`src/rtl/ecc_rpt_pkg.sv`:
```
package ecc_rpt_pkg;
  localparam int REG_W  = 16;
  localparam int ADDR_W = 3;
  localparam int NTYPE  = 2;
  localparam int T_SBE  = 0;
  localparam int T_MBE  = 1;
  localparam int NMSG   = 3;
  localparam int M_SERR = 0;
  localparam int M_SMI  = 1;
  localparam int M_SCI  = 2;

  typedef enum logic [ADDR_W-1:0] {
    A_STAT    = 3'd0,
    A_SERR_EN = 3'd1,
    A_SMI_EN  = 3'd2,
    A_SCI_EN  = 3'd3,
    A_LOG_ROW = 3'd4,
    A_LOG_COL = 3'd5,
    A_LOG_RB  = 3'd6,
    A_LOG_SYN = 3'd7
  } reg_addr_e;
endpackage

```
`src/rtl/ecc_flag_status.sv`:
```
module ecc_flag_status
  import ecc_rpt_pkg::*;
(
  input  logic             clk_i,
  input  logic             rst_ni,
  input  logic [NTYPE-1:0] err_i,
  input  logic [NTYPE-1:0] clr_i,
  output logic [NTYPE-1:0] flag_o,
  output logic [NTYPE-1:0] rise_o
);
  logic [NTYPE-1:0] flag_q;

  // set wins over a same-cycle clear
  always_ff @(posedge clk_i or negedge rst_ni) begin
    if (!rst_ni) flag_q <= '0;
    else         flag_q <= (flag_q & ~clr_i) | err_i;
  end

  assign rise_o = err_i & ~flag_q;
  assign flag_o = flag_q;

  assert_sticky_mbe_R3: assert property (@(posedge clk_i) disable iff (!rst_ni)
    (flag_q[T_MBE] && !clr_i[T_MBE]) |=> flag_q[T_MBE]);
  assert_sticky_sbe_R3: assert property (@(posedge clk_i) disable iff (!rst_ni)
    (flag_q[T_SBE] && !clr_i[T_SBE]) |=> flag_q[T_SBE]);
  assert_set_mbe_R4: assert property (@(posedge clk_i) disable iff (!rst_ni)
    err_i[T_MBE] |=> flag_q[T_MBE]);
  assert_set_sbe_R4: assert property (@(posedge clk_i) disable iff (!rst_ni)
    err_i[T_SBE] |=> flag_q[T_SBE]);
  assert_rise_once_R5: assert property (@(posedge clk_i) disable iff (!rst_ni)
    rise_o[T_SBE] |=> !rise_o[T_SBE]);
endmodule

```
`src/rtl/ecc_msg_route.sv`:
```
module ecc_msg_route
  import ecc_rpt_pkg::*;
(
  input  logic                  clk_i,
  input  logic                  rst_ni,
  input  logic [NMSG-1:0]       en_we_i,
  input  logic [NTYPE-1:0]      en_wdata_i,
  input  logic [NTYPE-1:0]      rise_i,
  input  logic                  serr_glob_en_i,
  output logic [NMSG*NTYPE-1:0] en_o,
  output logic [NMSG-1:0]       msg_o
);
  logic [NMSG-1:0] msg_q;

  for (genvar m = 0; m < NMSG; m++) begin : g_msg
    logic [NTYPE-1:0] en_q;
    logic             hit;

    always_ff @(posedge clk_i or negedge rst_ni) begin
      if (!rst_ni)        en_q <= '0;
      else if (en_we_i[m]) en_q <= en_wdata_i;
    end

    if (m == M_SERR) begin : g_gated
      assign hit = (|(rise_i & en_q)) & serr_glob_en_i;
    end else begin : g_plain
      assign hit = |(rise_i & en_q);
    end

    always_ff @(posedge clk_i or negedge rst_ni) begin
      if (!rst_ni) msg_q[m] <= 1'b0;
      else         msg_q[m] <= hit;
    end

    assign en_o[m*NTYPE +: NTYPE] = en_q;

    assert_msg_from_edge_R5: assert property (@(posedge clk_i) disable iff (!rst_ni)
      msg_q[m] |-> $past(|rise_i));
  end

  assign msg_o = msg_q;

  assert_serr_global_R7: assert property (@(posedge clk_i) disable iff (!rst_ni)
    msg_q[M_SERR] |-> $past(serr_glob_en_i));
endmodule

```
`src/rtl/ecc_err_log.sv`:
```
module ecc_err_log #(
  parameter int RANK_W = 2,
  parameter int BANK_W = 3,
  parameter int ROW_W  = 16,
  parameter int COL_W  = 10,
  parameter int SYN_W  = 8
) (
  input  logic              clk_i,
  input  logic              rst_ni,
  input  logic              sbe_i,
  input  logic              mbe_i,
  input  logic              sbe_flag_i,
  input  logic              mbe_flag_i,
  input  logic [RANK_W-1:0] rank_i,
  input  logic [BANK_W-1:0] bank_i,
  input  logic [ROW_W-1:0]  row_i,
  input  logic [COL_W-1:0]  col_i,
  input  logic [SYN_W-1:0]  syn_i,
  output logic [RANK_W-1:0] rank_o,
  output logic [BANK_W-1:0] bank_o,
  output logic [ROW_W-1:0]  row_o,
  output logic [COL_W-1:0]  col_o,
  output logic [SYN_W-1:0]  syn_o
);
  localparam int LOG_W = RANK_W + BANK_W + ROW_W + COL_W + SYN_W;

  logic [LOG_W-1:0] log_q;
  logic             cap_mbe, cap_sbe;

  assign cap_mbe = mbe_i & ~mbe_flag_i;
  assign cap_sbe = sbe_i & ~mbe_i & ~sbe_flag_i & ~mbe_flag_i;

  always_ff @(posedge clk_i or negedge rst_ni) begin
    if (!rst_ni)                log_q <= '0;
    else if (cap_mbe || cap_sbe) log_q <= {rank_i, bank_i, row_i, col_i, syn_i};
  end

  assign {rank_o, bank_o, row_o, col_o, syn_o} = log_q;

  assert_sbe_hold_R8: assert property (@(posedge clk_i) disable iff (!rst_ni)
    (sbe_flag_i && !mbe_i) |=> $stable(log_q));
  assert_mbe_frozen_R9: assert property (@(posedge clk_i) disable iff (!rst_ni)
    mbe_flag_i |=> $stable(log_q));
  assert_mbe_capture_R9: assert property (@(posedge clk_i) disable iff (!rst_ni)
    (mbe_i && !mbe_flag_i) |=> (log_q == $past({rank_i, bank_i, row_i, col_i, syn_i})));
endmodule

```
`src/rtl/ecc_err_report.sv`:
```
module ecc_err_report
  import ecc_rpt_pkg::*;
#(
  parameter int RANK_W = 2,
  parameter int BANK_W = 3,
  parameter int ROW_W  = 16,
  parameter int COL_W  = 10,
  parameter int SYN_W  = 8
) (
  input  logic              clk_i,
  input  logic              rst_ni,
  input  logic              cfg_we_i,
  input  logic [ADDR_W-1:0] cfg_addr_i,
  input  logic [REG_W-1:0]  cfg_wdata_i,
  output logic [REG_W-1:0]  cfg_rdata_o,
  input  logic              serr_glob_en_i,
  input  logic              sbe_i,
  input  logic              mbe_i,
  input  logic [RANK_W-1:0] err_rank_i,
  input  logic [BANK_W-1:0] err_bank_i,
  input  logic [ROW_W-1:0]  err_row_i,
  input  logic [COL_W-1:0]  err_col_i,
  input  logic [SYN_W-1:0]  err_syn_i,
  output logic              serr_req_o,
  output logic              smi_req_o,
  output logic              sci_req_o
);
  logic [NTYPE-1:0]      err_vec, clr_vec, flag, rise;
  logic [NMSG-1:0]       en_we, msg;
  logic [NMSG*NTYPE-1:0] en_flat;
  logic [RANK_W-1:0]     lg_rank;
  logic [BANK_W-1:0]     lg_bank;
  logic [ROW_W-1:0]      lg_row;
  logic [COL_W-1:0]      lg_col;
  logic [SYN_W-1:0]      lg_syn;
  reg_addr_e             addr;

  assign addr = reg_addr_e'(cfg_addr_i);

  assign err_vec[T_SBE] = sbe_i;
  assign err_vec[T_MBE] = mbe_i;
  assign clr_vec = (cfg_we_i && addr == A_STAT) ? cfg_wdata_i[NTYPE-1:0] : '0;

  assign en_we[M_SERR] = cfg_we_i && addr == A_SERR_EN;
  assign en_we[M_SMI]  = cfg_we_i && addr == A_SMI_EN;
  assign en_we[M_SCI]  = cfg_we_i && addr == A_SCI_EN;

  ecc_flag_status u_status (
    .clk_i  (clk_i),
    .rst_ni (rst_ni),
    .err_i  (err_vec),
    .clr_i  (clr_vec),
    .flag_o (flag),
    .rise_o (rise)
  );

  ecc_msg_route u_route (
    .clk_i          (clk_i),
    .rst_ni         (rst_ni),
    .en_we_i        (en_we),
    .en_wdata_i     (cfg_wdata_i[NTYPE-1:0]),
    .rise_i         (rise),
    .serr_glob_en_i (serr_glob_en_i),
    .en_o           (en_flat),
    .msg_o          (msg)
  );

  ecc_err_log #(
    .RANK_W (RANK_W),
    .BANK_W (BANK_W),
    .ROW_W  (ROW_W),
    .COL_W  (COL_W),
    .SYN_W  (SYN_W)
  ) u_log (
    .clk_i      (clk_i),
    .rst_ni     (rst_ni),
    .sbe_i      (sbe_i),
    .mbe_i      (mbe_i),
    .sbe_flag_i (flag[T_SBE]),
    .mbe_flag_i (flag[T_MBE]),
    .rank_i     (err_rank_i),
    .bank_i     (err_bank_i),
    .row_i      (err_row_i),
    .col_i      (err_col_i),
    .syn_i      (err_syn_i),
    .rank_o     (lg_rank),
    .bank_o     (lg_bank),
    .row_o      (lg_row),
    .col_o      (lg_col),
    .syn_o      (lg_syn)
  );

  always_comb begin
    unique case (addr)
      A_STAT:    cfg_rdata_o = REG_W'(flag);
      A_SERR_EN: cfg_rdata_o = REG_W'(en_flat[M_SERR*NTYPE +: NTYPE]);
      A_SMI_EN:  cfg_rdata_o = REG_W'(en_flat[M_SMI*NTYPE +: NTYPE]);
      A_SCI_EN:  cfg_rdata_o = REG_W'(en_flat[M_SCI*NTYPE +: NTYPE]);
      A_LOG_ROW: cfg_rdata_o = REG_W'(lg_row);
      A_LOG_COL: cfg_rdata_o = REG_W'(lg_col);
      A_LOG_RB:  cfg_rdata_o = REG_W'({lg_rank, lg_bank});
      A_LOG_SYN: cfg_rdata_o = REG_W'(lg_syn);
      default:   cfg_rdata_o = '0;
    endcase
  end

  assign serr_req_o = msg[M_SERR];
  assign smi_req_o  = msg[M_SMI];
  assign sci_req_o  = msg[M_SCI];

  assert_req_needs_flag_R5: assert property (@(posedge clk_i) disable iff (!rst_ni)
    (serr_req_o || smi_req_o || sci_req_o) |-> (flag != '0));
endmodule

```
`config.mk`:
```
export PLATFORM = sky130hd
export DESIGN_NAME = ecc_err_report
export DESIGN_NICKNAME = d
export VERILOG_FILES = /design/src/rtl/ecc_rpt_pkg.sv /design/src/rtl/ecc_flag_status.sv /design/src/rtl/ecc_msg_route.sv /design/src/rtl/ecc_err_log.sv /design/src/rtl/ecc_err_report.sv
export SDC_FILE = /design/constraint.sdc
export NUM_CORES = 1
export LEC_CHECK = 0
export BUFFER_PORTS_ARGS = -buffer_cell sky130_fd_sc_hd__buf_2
export CAP_MARGIN = 20
export CORE_UTILIZATION = 50
export CTS_BUF_LIST = sky130_fd_sc_hd__clkbuf_4 sky130_fd_sc_hd__clkbuf_8
export DETAILED_ROUTE_END_ITERATION = 10
export PLACE_DENSITY = 0.8
export SYNTH_ARGS = -nofsm -noshare
export SYNTH_HDL_FRONTEND = slang
export SYNTH_HIERARCHICAL = 1
export SYNTH_SLANG_ARGS = --single-unit
```
`constraint.sdc`:
```
create_clock -name clk_i -period 3.35 [get_ports clk_i]
set_input_delay 0.67 -clock clk_i [delete_from_list [all_inputs] [get_ports clk_i]]
set_output_delay 0.67 -clock clk_i [all_outputs]
set_load 0.01 [all_outputs]
```
* Yosys cells after proc, flatten, opt, wreduce, memory -nomap -nowiden
Index checks and enable logic that the tools add are counted.
** Operators by class
- Mux-type cells :: 2
- Bitwise operators :: 16
- Divide/modulo/power cells :: 0
- Reduce and logical (&&, ||, !) cells :: 9
- Add/sub/neg operators :: 0
- Order comparisons :: 0
- Eq/ne operators :: 7
- Multipliers :: 0
- Shift operators :: 0
** Operator list (number)
- 16-bit one-hot mux with 8 select lines :: 1
- 3-bit equality test (second input constant) :: 4
- 2-bit bitwise AND :: 5
- 3-bit by 2-bit equality test with 1-bit output (second input constant) :: 2
- 2-bit OR reduction :: 3
- 1-bit bitwise AND :: 5
- 1-bit logical AND :: 4
- 2-bit NOT :: 2
- 3-bit by 1-bit equality test with 1-bit output (second input constant) :: 1
- 3-bit logical NOT :: 1
- 1-bit NOT :: 3
- 2-bit two-way mux :: 1
- 2-bit OR :: 1
- 1-bit logical OR :: 1
** Storage, ports and cells
- Output and inout port bits :: 19
- Bits in registers :: 50
- RAM bits :: 0
- Memory bits (read-only) :: 0
- Logic and storage cells :: 42
- Bits in latches :: 0
- Memories kept :: 0

* Depth between registers and ports, before layout
Gate-level depths: netlist (run 1).
- Depth after elaboration :: 6
- Mapped depth :: 6
- Mapped depth without buffers :: 4

* Modules after synthesis
Netlist (run 1), hierarchy kept.
** By module, submodules not included
- ecc_err_log :: area an instance 1486.4 um2, instances 1, cells each 85
- ecc_err_report :: area an instance 495.5 um2, instances 1, cells each 72
- ecc_msg_route :: area an instance 324.1 um2, instances 1, cells each 19
- ecc_flag_status :: area an instance 85.1 um2, instances 1, cells each 8

* Worst setup path before layout (run 1)
Ideal clock, no wire load.
- Path kind :: input -> output
- Start point :: input port cfg_addr_i[0]
- End point :: output port cfg_rdata_o[2]
- Path buffers :: 1
- Setup slack :: 1.208 ns
- Stages on the path :: 3
- Arrival time :: 1.472 ns
- Cell sequence :: buf_6 mux4_2 and2_1
** Between the ends
- Cells in the longest elaborated chain, start to end :: 2
- Elaborated cells between the ends (all ways) :: 9
** RTL lines
- from (decl) :: line ecc_err_report.sv:13 : input logic [ADDR_W-1:0] cfg_addr_i,
- 3-bit equality test (tied with other cells) :: line ecc_err_report.sv:94 : unique case (addr)
- 16-bit one-hot mux with 8 select lines * :: line ecc_err_report.sv:94
- to (decl) :: line ecc_err_report.sv:15 : output logic [REG_W-1:0] cfg_rdata_o,
Every way passes the cells marked *; elsewhere a longest branch is shown, timed or not.

* Worst setup path after layout (run 1)
Same ends and word-level chain as after synthesis.

==> results.txt, run 1 <==
post-route ant nets -> 0
maximum root-to-sink buffer count -> 2
TNS Setup -> 0 ns
Crit path max-delay family -> buffers and inverters
vias per cell -> 5.37
worst path cell trace -> buf_2, mux4_2, and2_1, buf_2
vias in the first global route -> 1577
top cells by area, synth -> dfrtp_1 52%, mux2_2 14%, mux2_1 7.5%
# setup viols final -> 0
global-route wire length before repair -> 7.12 mm
Post-Syn Area -> 2390 um2
Max Slew Vio Count -> 0
dpl ws -> 0.671 ns
Pwr per Cell Area -> 515 nW/um2
Layout area overhead -> 17.6%
GPL Wtd Cong -> 0.748
CTS H-tree depth -> 2
DRC viols -> 6
Synth Flop Type -> dfrtp_1
wl on met1 -> 1.90 mm
total track usage -> 0.185
clock latency on the worst-skew pair -> 0.31 ns
pin count of the biggest net entering global routing -> 51
fin crit share -> 0.795
asr flop ratio synth -> 1.00
Clock transition at path regs -> 0.09 ns
ANT cells -> 0
Yosys warning count -> 6
max frequency -> 375 MHz
WP buf/inv -> 2
share of the synthesized area in the top cell type -> 0.523
CTS Buf Count -> 5
failing checks -> design-rule violations
slowest stage cell, crit path -> mux4_2
Post-Synthesis Cells -> 184
initial antenna violation count -> 0
Final nets -> 313
Cell Rows -> 24
Startpoint Class -> input pin
Clock Skews -> 0.00621 ns
Post-synth EDFFs -> 0
CTS Hold Bufs -> 0
core box area -> 4470 um2
register area share after synthesis -> 0.523
Max-Cap Viols -> 0
Hold Path Class -> input pin to asynchronous set/reset pin
library cells used by synthesis -> 31
Vias -> 1617
overall power -> 1.45 mW
Setup CP Type -> input pin to output pin
clk sinks -> 50
most used cell, CP -> buf_2
die extent in y -> 71.2 um
Avg Inst Size Synth -> 13.0 um2
synthesized flop and latch total -> 50
clk root buf -> clkbuf_8
critical path peak fanout -> 28
RSZ-0062 raised after global routing -> false
P_leak -> 1.32 nW
routed wl met2 -> 2.03 mm
Tmin final -> 2.66 ns
Die W -> 71.2 um
IO Port Bufs -> 68
Worst IR Drop VDD -> 0.306 mV
max incr delay on CP -> 0.56 ns
total wire length -> 4.29 mm
final worst slack -> 0.687 ns
Synth Net Count -> 248
CTS tree -> done
Max-slew headroom -> 0.611
total global routing overflow -> 0
worst-margin pin slew -> 0.583 ns
met3 WL -> 290 um
# placed instances -> 293
Initial DRC Count -> 59
status -> finished with violations
die area -> 5060 um2
Finished Layout Cells -> 301
arrival time worst endpoint -> 1.99 ns
crit end category -> output pin
ratio of cells with drive above 1 in the final layout -> 0.446
per-cell routed wire length -> 14.3 um
Setup Buffers After CTS -> 0
top cells by count, synth -> 50 x dfrtp_1, 29 x mux2_2, 16 x mux2_1
cell taking the most area after synthesis -> dfrtp_1
Worst Path Required -> 2.68 ns
Ports -> 83
drt pass-1 iters -> 7
PostCTS Resize Cnt -> 0
most frequent cell after synthesis -> dfrtp_1
Final Hold Viols -> 0
top routing layer used -> met4
Initial Util -> 0.534
DPL Wire Length -> 3.04 mm
[power by group]
group	internal, mW	switching, mW
Sequential	0.749	0.0708
Clock	0.140	0.188
Combinational	0.184	0.116
[cell usage in the layout (no fill, tap or decap), drive strengths merged, types with 2 or more instances in the layout]
cell type	Yosys	layout
a21o	2	2
a21oi	3	3
a22o	2	2
a22oi	2	2
and2	12	12
and3	2	2
buf	11	70
clkbuf	1	5
clkinv	0	2
dfrtp	50	50
inv	3	3
mux2	45	45
mux2i	7	7
mux4	3	3
nand2	5	5
nand2b	5	5
nand3	4	4
nand4b	2	2
nor2	7	7
nor2b	4	4
nor3b	2	2
nor4	2	2
o21ai	6	6
[path summary, 6_finish.rpt]
kind	cells past startpoint	startpoint	to	slack (ns)
max	4	cfg_addr_i[0]	cfg_rdata_o[2]	0.69
min	1	rst_ni	u_log/log_q[22]	0.34
max reg2reg	4	u_status/flag_o[0]	u_log/log_q[7]	1.68
min reg2reg	1	u_log/log_q[29]	u_log/log_q[29]	0.49
max in group asynchronous	2	rst_ni	u_route/msg_o[0]	2.48
min in group clk_i	1	u_log/log_q[29]	u_log/log_q[29]	0.49
[cell families (layout without fill, tap and decap cells)]
| family | after synthesis | count (layout) | synth area share |
|---|---|---|---|
| AOI/OAI and AO/OA | 17 | 17 | 0.0497 |
| buffers and inverters | 15 | 80 | 0.0429 |
| DFF | 50 | 50 | 0.523 |
| muxes | 55 | 55 | 0.269 |
| and+or+nand+nor | 47 | 47 | 0.115 |
[metal layers]
| metal | vias to the layer above | global-route usage |
|---|---|---|
| li1 | 779 | - |
| met1 | 785 | 0.234 |
| met2 | 47 | 0.301 |
| met3 | 6 | 0.0541 |
| met4 | 0 | 0.0733 |
| met5 | - | 0 |
[stage by stage]
step | utilization | hold WS, ns | area [um2]
after floorplan | - | 0.374 | 2390
after global placement | 0.606 | 0.460 | 2710
after detailed placement | 0.606 | 0.472 | 2710
after CTS | 0.624 | 0.492 | 2790
after global routing | 0.628 | 0.361 | 2810
final | 0.628 | 0.338 | 2810
[sequential cells by signal, summed over array words and instances (netlist names)]
register,cells
u_log/log_q,39
u_route/g_msg.en_q,6
u_route/msg_o,3
u_status/flag_o,2
[cell type report]
type                       instances  area, um2
inverter                           3       11.3
timing repair buffer              70        368
sequential                        50       1250
clock buffer                       5       68.8
fill                             373       1660
tap                               52       65.1
clock inverter                     2       10.0
multi-input combinational        119       1040
[worst reg2reg max path: stages (launching register included)]
cell and delay (ns):
dfrtp_1 0.43, nand2b_4 0.16, a21oi_4 0.13, buf_4 0.42
mux2_2 0.42
No activity file was read; power rests on OpenSTA's default activity.
==> run 2: changes to the inputs <==
==> constraint.sdc (replaced) <==
create_clock -name clk_i -period 2.5 [get_ports clk_i]
set_input_delay 0.5 -clock clk_i [delete_from_list [all_inputs] [get_ports clk_i]]
set_output_delay 0.5 -clock clk_i [all_outputs]
set_load 0.01 [all_outputs]
==> run 2 against run 1 <==
Net effect: the run still ends with design-rule violations left; die area is the same; worst hold slack lost 0.027 ns; worst setup slack worse by 0.36 ns.
==> results.txt, run 2 (same netlist as run 1, synthesis figures left out) <==
FF-to-FF path depth -> 4
Max-Cap Viols -> 0
total wire length -> 4.57 mm
ratio of cells with drive above 1 in the final layout -> 0.452
fin crit share -> 0.870
per-cell routed wire length -> 15.0 um
Initial Util -> 0.534
status -> finished with violations
Die W -> 71.2 um
# placed instances -> 297
Vias -> 1650
crit end category -> output pin
CTS Hold Bufs -> 0
PostCTS Resize Cnt -> 0
Tmin final -> 2.17 ns
critical path peak fanout -> 13
pin count of the biggest net entering global routing -> 41
slowest stage cell, crit path -> buf_2
initial antenna violation count -> 0
GPL Wtd Cong -> 0.748
post-route design area -> 2830 um2
global-route wire length before repair -> 7.69 mm
max frequency -> 460 MHz
RSZ-0062 raised after global routing -> false
Worst R2R End -> u_log/log_q[5]
TNS Setup -> 0 ns
placed cell area -> 2740 um2
Clock Skews -> 0.00179 ns
arrival time worst endpoint -> 1.67 ns
worst r2r src -> u_status/flag_o[0]
Hold Path Class -> input pin to asynchronous set/reset pin
WP buf/inv -> 3
DPL Wire Length -> 3.34 mm
maximum root-to-sink buffer count -> 2
Layout area overhead -> 18.2%
P_leak -> 1.33 nW
ANT cells -> 0
Worst IR Drop VDD -> 0.431 mV
post-route ant nets -> 0
drt pass-1 iters -> 8
Max Slew Vio Count -> 0
Initial DRC Count -> 60
CTS Buf Count -> 5
die extent in y -> 71.2 um
Final Hold Viols -> 0
vias per cell -> 5.43
CTS tree -> done
Pwr per Cell Area -> 695 nW/um2
Max-slew headroom -> 0.432
Clock transition at path regs -> 0.08 ns
max incr delay on CP -> 0.27 ns
Setup Buffers After CTS -> 0
die area -> 5060 um2
clk sinks -> 50
max reg flops -> 39
most common cell after layout, fill and taps aside -> buf_2
CTS H-tree depth -> 2
Ports -> 83
Finished Layout Cells -> 304
Final nets -> 316
Worst Path Required -> 2.00 ns
Setup CP Type -> input pin to output pin
Cell Rows -> 24
total track usage -> 0.199
IO Port Bufs -> 68
most frequent cells in the layout -> 68 x buf_2, 50 x dfrtp_1, 29 x mux2_2
Biggest register -> u_log/log_q
core box area -> 4470 um2
most used cell, CP -> buf_2
DRC viols -> 6
fill count -> 345
worst path cell trace -> buf_2, buf_4, mux2i_1, o21ai_0, and2_1, buf_2
total global routing overflow -> 0
vias in the first global route -> 1676
Startpoint Class -> input pin
# setup viols final -> 0
reg-to-reg slack, setup -> 0.82 ns
failing checks -> design-rule violations
worst-margin pin slew -> 0.852 ns
Crit path max-delay family -> buffers and inverters
clock latency on the worst-skew pair -> 0.30 ns
clk root buf -> clkbuf_8
run 2: cell types whose count changed in the layout (fill, tap and decap cells not counted), sizes merged:
cell and delta:
buf +3, clkbuf +2, clkinv -2
run 2: report_power, final:
part	switching, mW	internal [mW]
clock	0.240	0.215
combinational	0.159	0.248
sequential	0.0990	1.00
total	0.498	1.47
run 2: layer usage:
metal / part of all wire / GRT usage / up-vias
met3: 0.056 / 0.0513 / 5
met4: 0.015 / 0.0667 / 0
met1: 0.42 / 0.239 / 813
li1: - / - / 785
met2: 0.51 / 0.348 / 47
met5: 0 / 0 / -
run 2: metrics by stage:
step	util	setup WS [ns]	hold WS [ns]	power (mW)
floorplan	-	0.698	0.204	1.38
global placement	0.613	0.377	0.459	1.50
detailed placement	0.613	0.318	0.469	1.54
CTS	0.632	0.309	0.336	1.99
global route	0.632	0.152	0.371	2.09
finish	0.632	0.325	0.311	1.97
run 2: worst reg2reg max path, stage by stage (launching register included):
cell and delay [ns]:
dfrtp_1 0.42, nand2b_4 0.16, a21oi_4 0.13, buf_4 0.43, mux2_2 0.42
run 2: how the worst max path moves through the flow:
stage               slack, ns               to     startpoint  depth (start not counted)
detailed placement       0.32   cfg_rdata_o[6]  cfg_addr_i[0]                          6
finish                   0.33   cfg_rdata_o[6]  cfg_addr_i[0]                          6
global placement         0.38  cfg_rdata_o[13]  cfg_addr_i[1]                          5
global route             0.15   cfg_rdata_o[0]  cfg_addr_i[1]                          6
floorplan                0.70   cfg_rdata_o[2]  cfg_addr_i[0]                          3
CTS                      0.31   cfg_rdata_o[6]  cfg_addr_i[0]                          6
run 2: layout make-up:
cell class,instances,area (um2),share of cell area
sequential,50,1250,0.443
tap,52,65.1,0.0230
timing repair buffer,73,378,0.134
inverter,3,11.3,0.00398
clock buffer,7,83.8,0.0297
multi-input combinational,119,1040,0.367
